`config.mk`:
```
export PLATFORM = sky130hd
export DESIGN_NAME = tx_tdm_serializer
export DESIGN_NICKNAME = d
export VERILOG_FILES = /design/src/rtl/tx_tdm_pkg.sv /design/src/rtl/tx_hold_reg.sv /design/src/rtl/tx_slot_fmt.sv /design/src/rtl/tx_shift_out.sv /design/src/rtl/tx_tdm_serializer.sv
export SDC_FILE = /design/constraint.sdc
export NUM_CORES = 1
export LEC_CHECK = 0
export ABC_AREA = 1
export BUFFER_PORTS_ARGS = -buffer_cell sky130_fd_sc_hd__buf_4
export CORE_AREA = 2 2 167 169
export CTS_CLUSTER_DIAMETER = 150
export CTS_CLUSTER_SIZE = 8
export DETAILED_ROUTE_END_ITERATION = 12
export DIE_AREA = 0 0 169 171
export PLACE_DENSITY_LB_ADDON = 0.2
export SKIP_LAST_GASP = 1
export SLEW_MARGIN = 10
export SYNTH_ARGS = -nofsm -noshare
export SYNTH_HDL_FRONTEND = slang
export SYNTH_SLANG_ARGS = --single-unit
```
`constraint.sdc`:
```
create_clock -name clk -period 8.3 [get_ports clk]
set_input_delay 1.245 -clock clk [delete_from_list [all_inputs] [get_ports clk]]
set_output_delay 1.245 -clock clk [all_outputs]
set_load 0.02 [all_outputs]
```
`src/rtl/tx_tdm_pkg.sv`:
```
// Shared constants and decode helpers for the TDM transmit serializer.
// Assumes a fixed 32-bit sample word.
package tx_tdm_pkg;

    localparam int WORD_W = 32;

    typedef enum logic [1:0] {
        FILL_ZERO = 2'd0,
        FILL_ONE  = 2'd1,
        FILL_MSB  = 2'd2,
        FILL_LSB  = 2'd3
    } fill_e;

    // Sample width in bits for a size code.
    function automatic logic [5:0] sample_width(input logic [2:0] code);
        case (code)
            3'd0:    return 6'd32;
            3'd1:    return 6'd24;
            3'd2:    return 6'd20;
            3'd3:    return 6'd18;
            3'd4,
            3'd5:    return 6'd16;
            default: return 6'd8;
        endcase
    endfunction

    // Slot length in bit times for a slot-length code.
    function automatic logic [5:0] slot_width(input logic [1:0] code);
        case (code)
            2'd0:    return 6'd8;
            2'd1:    return 6'd16;
            2'd2:    return 6'd24;
            default: return 6'd32;
        endcase
    endfunction

    // True for the two codes that pack two samples per word.
    function automatic logic is_compact(input logic [2:0] code);
        return (code == 3'd5) || (code == 3'd7);
    endfunction

    // Word with the k lowest bits set.
    function automatic logic [WORD_W-1:0] low_ones(input logic [5:0] k);
        logic [WORD_W-1:0] m;
        for (int i = 0; i < WORD_W; i++) m[i] = (6'(i) < k);
        return m;
    endfunction

endpackage

```
`src/rtl/tx_hold_reg.sv`:
```
// One-entry holding register between the sample writer and the serializer.
// Assumes take is only raised by the control logic; a take with the
// register empty has no effect.
module tx_hold_reg
    import tx_tdm_pkg::*;
(
    input  logic              clk,
    input  logic              rst_n,
    input  logic              wr_valid,
    input  logic [WORD_W-1:0] wr_data,
    output logic              wr_ready,
    input  logic              take,
    output logic              full,
    output logic [WORD_W-1:0] data
);

    assign wr_ready = !full;

    // Fill on an accepted write, empty when the serializer takes the word.
    always_ff @(posedge clk) begin
        if (!rst_n) begin
            full <= 1'b0;
            data <= '0;
        end else begin
            if (take) full <= 1'b0;
            if (wr_valid && !full) begin
                full <= 1'b1;
                data <= wr_data;
            end
        end
    end

endmodule

```
`src/rtl/tx_slot_fmt.sv`:
```
// Builds the bit image of one slot in time order: bit WORD_W-1 is sent
// first, and the slot covers the top slot-length bits. Purely combinational.
// Assumes the sample is right-justified in the word.
module tx_slot_fmt
    import tx_tdm_pkg::*;
(
    input  logic [WORD_W-1:0] sample,
    input  logic [2:0]        size_code,
    input  logic [1:0]        slot_code,
    input  logic              left_adj,
    input  logic              lsb_first,
    input  logic [1:0]        fill_code,
    output logic [WORD_W-1:0] img
);

    logic [5:0]        n_bits;
    logic [5:0]        l_bits;
    logic [4:0]        msb_pos;
    logic [WORD_W-1:0] rev;
    logic [WORD_W-1:0] seq;
    logic [WORD_W-1:0] slot_area;
    logic [WORD_W-1:0] front_area;
    logic [WORD_W-1:0] back_area;
    logic              fill_bit;

    // Order the sample bits, place them in the slot and add the fill.
    always_comb begin
        n_bits  = sample_width(size_code);
        l_bits  = slot_width(slot_code);
        msb_pos = 5'(n_bits - 6'd1);
        for (int i = 0; i < WORD_W; i++) rev[i] = sample[WORD_W-1-i];
        seq = lsb_first ? (rev >> (6'(WORD_W) - n_bits))
                        : (sample & low_ones(n_bits));
        case (fill_e'(fill_code))
            FILL_ZERO: fill_bit = 1'b0;
            FILL_ONE:  fill_bit = 1'b1;
            FILL_MSB:  fill_bit = sample[msb_pos];
            default:   fill_bit = sample[0];
        endcase
        slot_area  = ~low_ones(6'(WORD_W) - l_bits);
        front_area = ~low_ones(6'(WORD_W) - n_bits);
        back_area  = low_ones(n_bits) << (6'(WORD_W) - l_bits);
        if (left_adj)
            img = (seq << (6'(WORD_W) - n_bits))
                | ({WORD_W{fill_bit}} & slot_area & ~front_area);
        else
            img = (seq << (6'(WORD_W) - l_bits))
                | ({WORD_W{fill_bit}} & slot_area & ~back_area);
    end

endmodule

```
`src/rtl/tx_shift_out.sv`:
```
// Output shifter: loads a slot image on a slot start and sends one bit per
// bit strobe. A disabled slot drives the idle level until the next slot
// start. Assumes slot starts always come with a bit strobe.
module tx_shift_out
    import tx_tdm_pkg::*;
(
    input  logic              clk,
    input  logic              rst_n,
    input  logic              tick,
    input  logic              start,
    input  logic              slot_live,
    input  logic [WORD_W-1:0] img,
    input  logic              idle_level,
    input  logic              idle_drive,
    output logic              sd_out,
    output logic              sd_oe
);

    logic [WORD_W-1:0] shreg;
    logic              live;

    // Advance the line by one bit on each strobe; hold it otherwise.
    always_ff @(posedge clk) begin
        if (!rst_n) begin
            shreg  <= '0;
            live   <= 1'b0;
            sd_out <= 1'b0;
            sd_oe  <= 1'b0;
        end else if (tick) begin
            if (start && slot_live) begin
                sd_out <= img[WORD_W-1];
                shreg  <= img << 1;
                sd_oe  <= 1'b1;
                live   <= 1'b1;
            end else if (start) begin
                sd_out <= idle_level;
                sd_oe  <= idle_drive;
                live   <= 1'b0;
            end else if (live) begin
                sd_out <= shreg[WORD_W-1];
                shreg  <= shreg << 1;
            end
        end
    end

endmodule

```
`src/rtl/tx_tdm_serializer.sv`:
```
// TDM transmit serializer. Takes words from a holding register at the
// start of each enabled slot, selects the sample (compact halves, mono
// repeat), formats it to the slot and shifts it out. Assumes the config
// inputs are stable while slots run and the strobes come from a clock unit
// in the clk domain.
module tx_tdm_serializer
    import tx_tdm_pkg::*;
#(
    parameter  int NUM_SLOTS = 8,
    localparam int IDX_W     = (NUM_SLOTS > 1) ? $clog2(NUM_SLOTS) : 1
) (
    input  logic                 clk,
    input  logic                 rst_n,
    input  logic                 wr_valid,
    input  logic [WORD_W-1:0]    wr_data,
    output logic                 wr_ready,
    input  logic                 bit_tick,
    input  logic                 slot_start,
    input  logic [IDX_W-1:0]     slot_idx,
    input  logic [1:0]           cfg_slot_len,
    input  logic [2:0]           cfg_data_size,
    input  logic                 cfg_left_adj,
    input  logic                 cfg_lsb_first,
    input  logic [1:0]           cfg_fill,
    input  logic                 cfg_mono,
    input  logic [NUM_SLOTS-1:0] cfg_slot_off,
    input  logic [1:0]           cfg_idle_code,
    input  logic                 cfg_repeat_last,
    output logic                 sd_out,
    output logic                 sd_oe,
    output logic                 tx_ready_pulse,
    output logic                 tx_underrun_pulse
);

    logic              hold_full;
    logic [WORD_W-1:0] hold_data;
    logic [WORD_W-1:0] last_word;
    logic [WORD_W-1:0] cur_word;
    logic [WORD_W-1:0] fresh_word;
    logic [WORD_W-1:0] word_now;
    logic [WORD_W-1:0] sample;
    logic [WORD_W-1:0] img;
    logic              slot_go, slot_live, compact, paired, odd_slot;
    logic              load, take, upper_half;

    assign slot_go    = bit_tick && slot_start;
    assign slot_live  = !cfg_slot_off[slot_idx];
    assign compact    = is_compact(cfg_data_size);
    assign paired     = compact || cfg_mono;
    assign odd_slot   = slot_idx[0];
    assign load       = slot_go && slot_live && !(paired && odd_slot);
    assign take       = load && hold_full;
    assign fresh_word = hold_full ? hold_data
                                  : (cfg_repeat_last ? last_word : '0);
    assign word_now   = load ? fresh_word : cur_word;
    assign upper_half = odd_slot && !cfg_mono;

    // Pick the sample for this slot out of the current word.
    always_comb begin
        if (!compact)
            sample = word_now;
        else if (cfg_data_size == 3'd5)
            sample = {16'b0, upper_half ? word_now[31:16] : word_now[15:0]};
        else
            sample = {24'b0, upper_half ? word_now[15:8] : word_now[7:0]};
    end

    // Remember the word in use and the last word taken; raise the pulses.
    always_ff @(posedge clk) begin
        if (!rst_n) begin
            cur_word          <= '0;
            last_word         <= '0;
            tx_ready_pulse    <= 1'b0;
            tx_underrun_pulse <= 1'b0;
        end else begin
            tx_ready_pulse    <= take;
            tx_underrun_pulse <= load && !hold_full;
            if (load) cur_word  <= fresh_word;
            if (take) last_word <= hold_data;
        end
    end

    tx_hold_reg u_hold (
        .clk      (clk),
        .rst_n    (rst_n),
        .wr_valid (wr_valid),
        .wr_data  (wr_data),
        .wr_ready (wr_ready),
        .take     (take),
        .full     (hold_full),
        .data     (hold_data)
    );

    tx_slot_fmt u_fmt (
        .sample    (sample),
        .size_code (cfg_data_size),
        .slot_code (cfg_slot_len),
        .left_adj  (cfg_left_adj),
        .lsb_first (cfg_lsb_first),
        .fill_code (cfg_fill),
        .img       (img)
    );

    tx_shift_out u_shift (
        .clk        (clk),
        .rst_n      (rst_n),
        .tick       (bit_tick),
        .start      (slot_start),
        .slot_live  (slot_live),
        .img        (img),
        .idle_level (cfg_idle_code == 2'd1),
        .idle_drive (cfg_idle_code != 2'd3),
        .sd_out     (sd_out),
        .sd_oe      (sd_oe)
    );

endmodule

```
==> results by group, run 1 <==
Critical path
  – CP required: 8660 ps
  – Critical path fanouts, max: 56
  – CP bufs+invs: 5
  – Crit-path slowest cell: buf_4
  – WP data arrival: 5670 ps
  – CP startpoint: cfg_data_size[0]
  – CP top delay family: simple AND/OR/NAND/NOR gates
  – Reg-to-Reg End: u_shift.shreg[16]$_SDFFE_PN0P_
  – Worst setup endpoint: u_shift.sd_out$_SDFFE_PN0P_
  – R2R Path Start: u_hold.full$_SDFFE_PN0P_
  – Worst setup EP type: flip-flop
  – CP Class: in -> reg
  – Flop2flop setup slack: 4360 ps
  – R2R cell count: 21
  – Crit-path max cell delay: 560 ps
  – Stages on worst setup path: 22
  – Critical Path, Cell by Cell: buf_4 -> nand2_1 -> nor2_4 -> clkinv_1 -> buf_4 -> ha_1 -> buf_4 -> nor2_4 -> inv_2 -> nor2_1 -> nand3_1 -> nand2_1 -> nor2_1 -> nand2_1 -> nand2_2 -> nand2_1 -> nand3_1 -> nand3_1 -> nand3_1 -> nand3_1 -> nand2_1 -> a21oi_1
  – CP Launch Type: primary input

Finish
  – Share of cells above drive strength 1: 10.05%
  – Layout Utilization: 43.09%
  – Area of the multi-input gates: 6763 um^2
  – Antenna diodes: 0
  – Fill cell count: 3091
  – Cell Count, Final, Fillers Out: 2197
  – Design Area, Final: 11780 um^2
  – Nets: 1905
  – Area Overhead vs Synth: 10.44%
  – Reg area: 2663 um^2

Clock tree
  – Post-CTS Setup Inserts: 0
  – Clock input transition at the sequential cells of the worst setup and hold paths: 70 ps
  – Clk_lat worst skew: 440 ps
  – Total CTS buffers: 17
  – CTS tree: done
  – Clock Sinks: 133
  – PostCTS Resize Cnt: 0
  – H-tree levels: 4
  – Root Buffer: clkbuf_16
  – Clock tree buffer depth: 2
  – Cts hold-fix bufs: 0

Die
  – Die area: 28900 um^2
  – Row cnt: 61
  – Core area: 27320 um^2
  – Top Ports: 66
  – Die Wd: 169 um
  – Initial Util: 39.02%
  – Die span in y: 171 um

GRT
  – All-layer global routing usage: 34.52%
  – Total grt overflow: 0
  – Initial antenna violation count: 0
  – Global-route wire length before repair: 73.98 mm
  – Vias in the first global route: 11540
  – Largest net degree at the start of global routing: 66

Timing
  – Final worst setup slack: 2993 ps
  – Max-slew violations: 0
  – Max Clk Rate: 188.4 MHz
  – Slew HR: 23.36%
  – # setup viols final: 0
  – Final Hold Fails: 0
  – Crit share post-route: 63.94%
  – Hold_ws: 449.5 ps
  – Min cycle time layout: 5307 ps
  – Setup TNS: 0 ps
  – Worst Tran Pin Value: 1147 ps
  – Unrepaired setup endpoints after global routing: no
  – Worst Clk Skew: 17.70 ps

Detailed routing
  – Post-route DRC violation count: 0
  – Pre-antenna DRT Iters: 8
  – Iteration-0 DRC Markers: 1997
  – Routed Antenna Nets: 0
  – Detailed Route WL: 49.97 mm
  – Avg WL per Cell: 22.75 um
  – Total number of vias: 13010
  – DR vias/cell: 5.921

Pwr
  – Leak: 5.413 nW
  – Worst vdd ir: 218.3 uV
  – Total power: 2.187 mW
  – Pwr Density: 185.7 nW/um^2

Logic synthesis
  – Area leader, netlist: dfxtp_1
  – Synth top area share: 24.97%
  – Number of synthesized flops with an enable pin: 0
  – Synth warn: 0
  – Ys async rst share: 0%
  – Dominant synthesized flop cell: dfxtp_1
  – Dominant cells by area after synthesis: dfxtp_1 (25%), nand3_1 (17%), nand2_1 (17%), o21ai_0 (8.0%), inv_1 (6.1%)
  – Synthesized area per cell: 5.754 um^2
  – #FFs+latches synth: 133
  – Mapped cell area: 10660 um^2
  – Syn_nets: 1920
  – Register area share after synthesis: 24.97%
  – Unique masters post-synth: 41
  – Synth top cells by count: nand2_1 (472), nand3_1 (356), inv_1 (173)
  – Most frequent cell after synthesis: nand2_1
  – Synthesized instance count: 1853

Flow run
  – # Max-Cap Violations: 0

Place
  – Gpl congestion: 1.007
  – Post-Place Cell Area: 11190 um^2
  – Hpwl dp: 37.85 mm
  – Dpl ws: 2768 ps
  – DP Cell Count: 2165
  – PortBufs: 65

Min path
  – Worst hold path type: reg -> reg

Status
  – Outcome: completed
## registers in the layout (all words and copies together), names as in the netlist
register,cells
u_hold.data,32
u_shift.live,1
cur_word,32
u_shift.sd_out,1
u_hold.full,1
u_shift.shreg,31
tx_underrun_pulse,1
u_shift.sd_oe,1
tx_ready_pulse,1
last_word,32
## routing by layer
| layer | global-route usage (%) | up-vias | share of wire [%] |
|---|---|---|---|
| met5 | 0 | - | 0 |
| met4 | 12.08 | 0 | 3.5 |
| met3 | 6.176 | 112 | 8.9 |
| met2 | 48.50 | 674 | 40 |
| met1 | 52.13 | 6094 | 48 |
| li1 | - | 6128 | - |
## logic make-up (layout without fill, tap and decap cells)
kind of cell | Yosys count | count (layout) | synth area share (%)
compound gates | 377 | 377 | 19.06
flops | 133 | 133 | 24.97
buf+inv | 306 | 304 | 11.78
simple gates | 1029 | 1029 | 43.32
xor+xnor | 2 | 2 | 0.1643
fa+ha+maj | 6 | 6 | 0.7041
## worst min path at each step
stage / startpoint / endpoint / cells past startpoint
after floorplan: u_hold.full$_SDFFE_PN0P_ / tx_underrun_pulse$_SDFF_PN0_ / 1
final: u_hold.full$_SDFFE_PN0P_ / tx_underrun_pulse$_SDFF_PN0_ / 1
after detailed placement: u_hold.full$_SDFFE_PN0P_ / tx_underrun_pulse$_SDFF_PN0_ / 1
after global placement: u_hold.full$_SDFFE_PN0P_ / tx_underrun_pulse$_SDFF_PN0_ / 1
after global routing: u_hold.full$_SDFFE_PN0P_ / tx_underrun_pulse$_SDFF_PN0_ / 1
after CTS: u_hold.full$_SDFFE_PN0P_ / tx_underrun_pulse$_SDFF_PN0_ / 1
## layout make-up
cell class | count | share of cell area, %
multi-input cells | 1414 | 57.43
flip-flops and latches | 133 | 22.61
clock buffers | 19 | 3.762
clock inverters | 13 | 1.169
inverters | 188 | 5.993
repair buffers | 84 | 5.355
well taps | 346 | 3.677
## report_power, final
group / leakage [nW] / switching, mW / internal, mW
Sequential: 1.09 / 0.0166 / 0.672
Clock: 0.285 / 0.338 / 0.431
Combinational: 4.04 / 0.536 / 0.193
## layout by cell type (no fill, tap or decap), drive strengths merged, types with 6 or more instances in the layout
master | Yosys | routed
clkinv | 2 | 7
inv | 186 | 192
nand4 | 21 | 21
o22ai | 22 | 22
o21bai | 6 | 6
o211ai | 11 | 11
a21oi | 111 | 111
o21ai | 215 | 215
dfxtp | 133 | 133
nand3 | 374 | 374
clkbuf | 63 | 19
nand3b | 8 | 8
nor2 | 136 | 136
nand2 | 484 | 484
buf | 55 | 84
ha | 6 | 6
Power figures use the tool's default switching activity.
==> inputs of run 2 (changes only) <==
--- a/config.mk
+++ b/config.mk
@@ -5,13 +5,13 @@
 export SDC_FILE = /design/constraint.sdc
 export NUM_CORES = 1
 export LEC_CHECK = 0
-export ABC_AREA = 1
+export ABC_AREA = 0
 export BUFFER_PORTS_ARGS = -buffer_cell sky130_fd_sc_hd__buf_4
-export CORE_AREA = 2 2 167 169
+export CORE_AREA = 2 2 174 176
 export CTS_CLUSTER_DIAMETER = 150
 export CTS_CLUSTER_SIZE = 8
 export DETAILED_ROUTE_END_ITERATION = 12
-export DIE_AREA = 0 0 169 171
+export DIE_AREA = 0 0 176 178
 export PLACE_DENSITY_LB_ADDON = 0.2
 export SKIP_LAST_GASP = 1
 export SLEW_MARGIN = 10
==> constraint.sdc (replaced) <==
create_clock -name clk -period 4.34 [get_ports clk]
set_input_delay 0.651 -clock clk [delete_from_list [all_inputs] [get_ports clk]]
set_output_delay 0.651 -clock clk [all_outputs]
set_load 0.02 [all_outputs]
==> results by group, run 2 <==
Status
  – Outcome: completed

Logic synthesis
  – Synth top area share: 22.94% (-2.0 points)
  – Ys async rst share: 0% (unchanged)
  – Dominant synthesized flop cell: dfxtp_1
  – #FFs+latches synth: 133 (unchanged)
  – Syn_nets: 1698 (-12%)
  – Unique masters post-synth: 92 (+120%)
  – Area leader, netlist: dfxtp_1
  – Mapped cell area: 11610 um^2 (+8.9%)
  – Most frequent cell after synthesis: nand2_1
  – Synthesized area per cell: 7.117 um^2 (+24%)
  – Synthesized instance count: 1631 (-12%)
  – Synth warn: 0 (unchanged)
  – Dominant cells by area after synthesis: dfxtp_1 (23%), nand2_1 (8.2%), a21oi_1 (6.6%), nor2_1 (4.7%), o21ai_0 (4.7%)
  – Number of synthesized flops with an enable pin: 0 (unchanged)
  – Synth top cells by count: nand2_1 (253), a21oi_1 (152), nor2_1 (144)
  – Register area share after synthesis: 22.94% (-2.0 points)

Clock tree
  – CTS tree: done
  – Clock tree buffer depth: 2 (unchanged)
  – Clk_lat worst skew: 460 ps (+20 ps)
  – Post-CTS Setup Inserts: 0 (unchanged)
  – Cts hold-fix bufs: 0 (unchanged)
  – Root Buffer: clkbuf_16
  – Clock Sinks: 133 (unchanged)
  – Clock input transition at the sequential cells of the worst setup and hold paths: 60 ps (about the same)
  – Total CTS buffers: 17 (unchanged)
  – H-tree levels: 4 (unchanged)

Finish
  – Nets: 1973 (+3.6%)
  – Antenna diodes: 0 (unchanged)
  – Area Overhead vs Synth: 33.68%
  – Most common cell after layout, fill and taps aside: buf_4
  – Regs by FF count: cur_word (32), last_word (32), u_hold.data (32)
  – Most frequent cells in the layout: buf_4 (398), nand2_1 (251), a21oi_1 (145)
  – Share of cells above drive strength 1: 28.35% (+18 points)

Die
  – Die span in y: 178 um (+4.1%)
  – Initial Util: 39.48% (+0.46 points)
  – Top Ports: 66 (unchanged)
  – Row cnt: 63 (+3.3%)
  – Core area: 29400 um^2 (+7.6%)
  – Die area: 31330 um^2 (+8.4%)
  – Die Wd: 176 um (+4.1%)

Pwr
  – Net switching fraction of the power: 37.69% (-3.0 points)
  – Psw: 1.682 mW (+89%)
  – Sequential power share: 29.1% (-2.4 points)
  – Clk network pwr share: 34.6% (-0.6 points)
  – Leak: 6.030 nW (+11%)
  – Combinational share of power: 36.2% (+2.9 points)
  – Pwr Density: 287.7 nW/um^2 (+55%)
  – Total power: 4.464 mW (+100%)
  – Worst vdd ir: 451.2 uV (+110%)
  – Pint: 2.782 mW (+110%)

Min path
  – Worst hold path startpoint: wr_valid
  – Hold Crit Endpoint: u_hold.full$_SDFFE_PN0P_
  – Worst hold path type: in -> reg
  – Hold path cells: 2 (+1)

Critical path
  – WP data arrival: 4520 ps (-1150 ps)
  – Flop2flop setup slack: 390 ps (-3970 ps)
  – Reg-to-Reg End: u_shift.sd_out$_SDFFE_PN0P_
  – CP Class: in -> reg
  – CP required: 4660 ps (-4000 ps)
  – CP Launch Type: primary input
  – Critical path fanouts, max: 32 (-43%)
  – R2R Path Start: u_hold.full$_SDFFE_PN0P_
  – Worst setup EP type: flip-flop
  – R2R cell count: 14 (-33%)

Detailed routing
  – Detailed Route WL: 65.95 mm (+32%)
  – Iteration-0 DRC Markers: 2128 (+6.6%)
  – DR vias/cell: 6.749 (+14%)
  – Avg WL per Cell: 28.56 um (+26%)
  – Pre-antenna DRT Iters: 6 (-2)
  – Routed Antenna Nets: 0 (unchanged)
  – Total number of vias: 15580 (+20%)
  – Post-route DRC violation count: 0 (unchanged)

GRT
  – Global-route wire length before repair: 96.68 mm (+31%)
  – Total grt overflow: 0 (unchanged)
  – Vias in the first global route: 14550 (+26%)
  – Initial antenna violation count: 1 (+1)
  – All-layer global routing usage: 41.90% (+7.4 points)
  – Largest net degree at the start of global routing: 69 (+4.5%)

Place
  – Hpwl dp: 51.48 mm (+36%)
  – PortBufs: 65 (unchanged)
  – Gpl congestion: 1.101 (+9.3%)

Timing
  – Worst Clk Skew: 20.83 ps (+3.129 ps)
  – Max-slew violations: 0 (unchanged)
  – Hold_ws: 418.2 ps (-31.27 ps)
  – Min cycle time layout: 4196 ps
  – Slew HR: 30.67% (+7.3 points)
  – Final Hold Fails: 0 (unchanged)
  – Unrepaired setup endpoints after global routing: no
  – Crit share post-route: 96.68%
  – # setup viols final: 0 (unchanged)
  – Worst Tran Pin Value: 1027 ps (-119.8 ps)
  – Setup TNS: 0 ps (unchanged)
  – Max Clk Rate: 238.3 MHz

Flow run
  – # Max-Cap Violations: 0 (unchanged)
## run 2: critical path: stages
cell	delay (ps)
buf_4	120
nor2_1	150
nand2_1	100
buf_4	150
ha_4	170
nor2b_1	140
buf_4	160
a2111oi_4	390
buf_12	270
buf_12	180
nor2_4	90
o211ai_1	130
o2111ai_1	280
nand4_1	210
a31oi_2	70
buf_4	190
a21o_1	210
nor2_1	270
o211ai_1	160
a2111oi_0	390
## run 2: routing by layer
metal | GRT usage, % | vias to the layer above | part of all wire [%]
met5 | 0 | - | 0.026
met4 | 26.55 | 2 | 7.3
met3 | 11.02 | 292 | 12
met2 | 62.80 | 1208 | 42
met1 | 53.46 | 7274 | 39
li1 | - | 6807 | -
## run 2: final cells by class
cell class,instances,area [um^2]
Inverter,22,82.58
Multi-Input combinational cell,1321,8432
Fill cell,3004,13880
Tap cell,390,488.0
Clock inverter,14,175.2
Timing Repair Buffer,411,3248
Clock buffer,18,429.2
Sequential cell,133,2664
## run 2: power by group through the flow
stage	Combinational [mW]	Clock, mW	Sequential [mW]
finish	1.62	1.55	1.30
floorplan	0.807	0	1.31
global route	1.68	1.61	1.30
CTS	1.55	1.55	1.30
detailed placement	1.54	0	1.33
global placement	1.54	0	1.33
## run 2: worst max-delay path by stage
stage,startpoint,end,slack [ps],cells after the start
2_1_floorplan,cfg_data_size[2],u_shift.shreg[29]$_SDFFE_PN0P_,-220,23
5_1_grt,cfg_data_size[0],u_shift.shreg[31]$_SDFFE_PN0P_,20,20
3_3_place_gp,cfg_data_size[2],u_shift.sd_out$_SDFFE_PN0P_,-150,17
6_report,cfg_data_size[0],u_shift.shreg[31]$_SDFFE_PN0P_,140,20
4_1_cts,cfg_data_size[0],u_shift.shreg[21]$_SDFFE_PN0P_,310,20
3_5_place_dp,cfg_data_size[0],u_shift.shreg[21]$_SDFFE_PN0P_,-150,20
## run 2: what timing repair did
item / CTS / global route
hold endpoints to repair: 0 / 0
setup endpoints to repair: 0 / 1
gates resized for setup: 0 / 1
## run 2: through the flow
stage,worst slack (ps),instances,area [um^2],util (%)
after global placement,-150.5,2278,14920,50.73
after floorplan,-223.3,1631,11940,-
final,144.2,2309,15520,52.78
after CTS,306.1,2310,15520,52.79
after detailed placement,-146.0,2278,14920,50.73
after global routing,18.23,2309,15520,52.78
## run 2: cell families (layout without fill, tap and decap cells)
kind of cell,count (synthesis),count (layout),synth area share (%)
adders and majority gates,6,6,0.6467
and+or+nand+nor,561,561,21.47
buffers and inverters,177,465,6.499
DFF,133,133,22.94
xor gates and xnor gates,1,1,0.07546
muxes,59,59,6.025
AOI/OAI and AO/OA,694,694,42.35
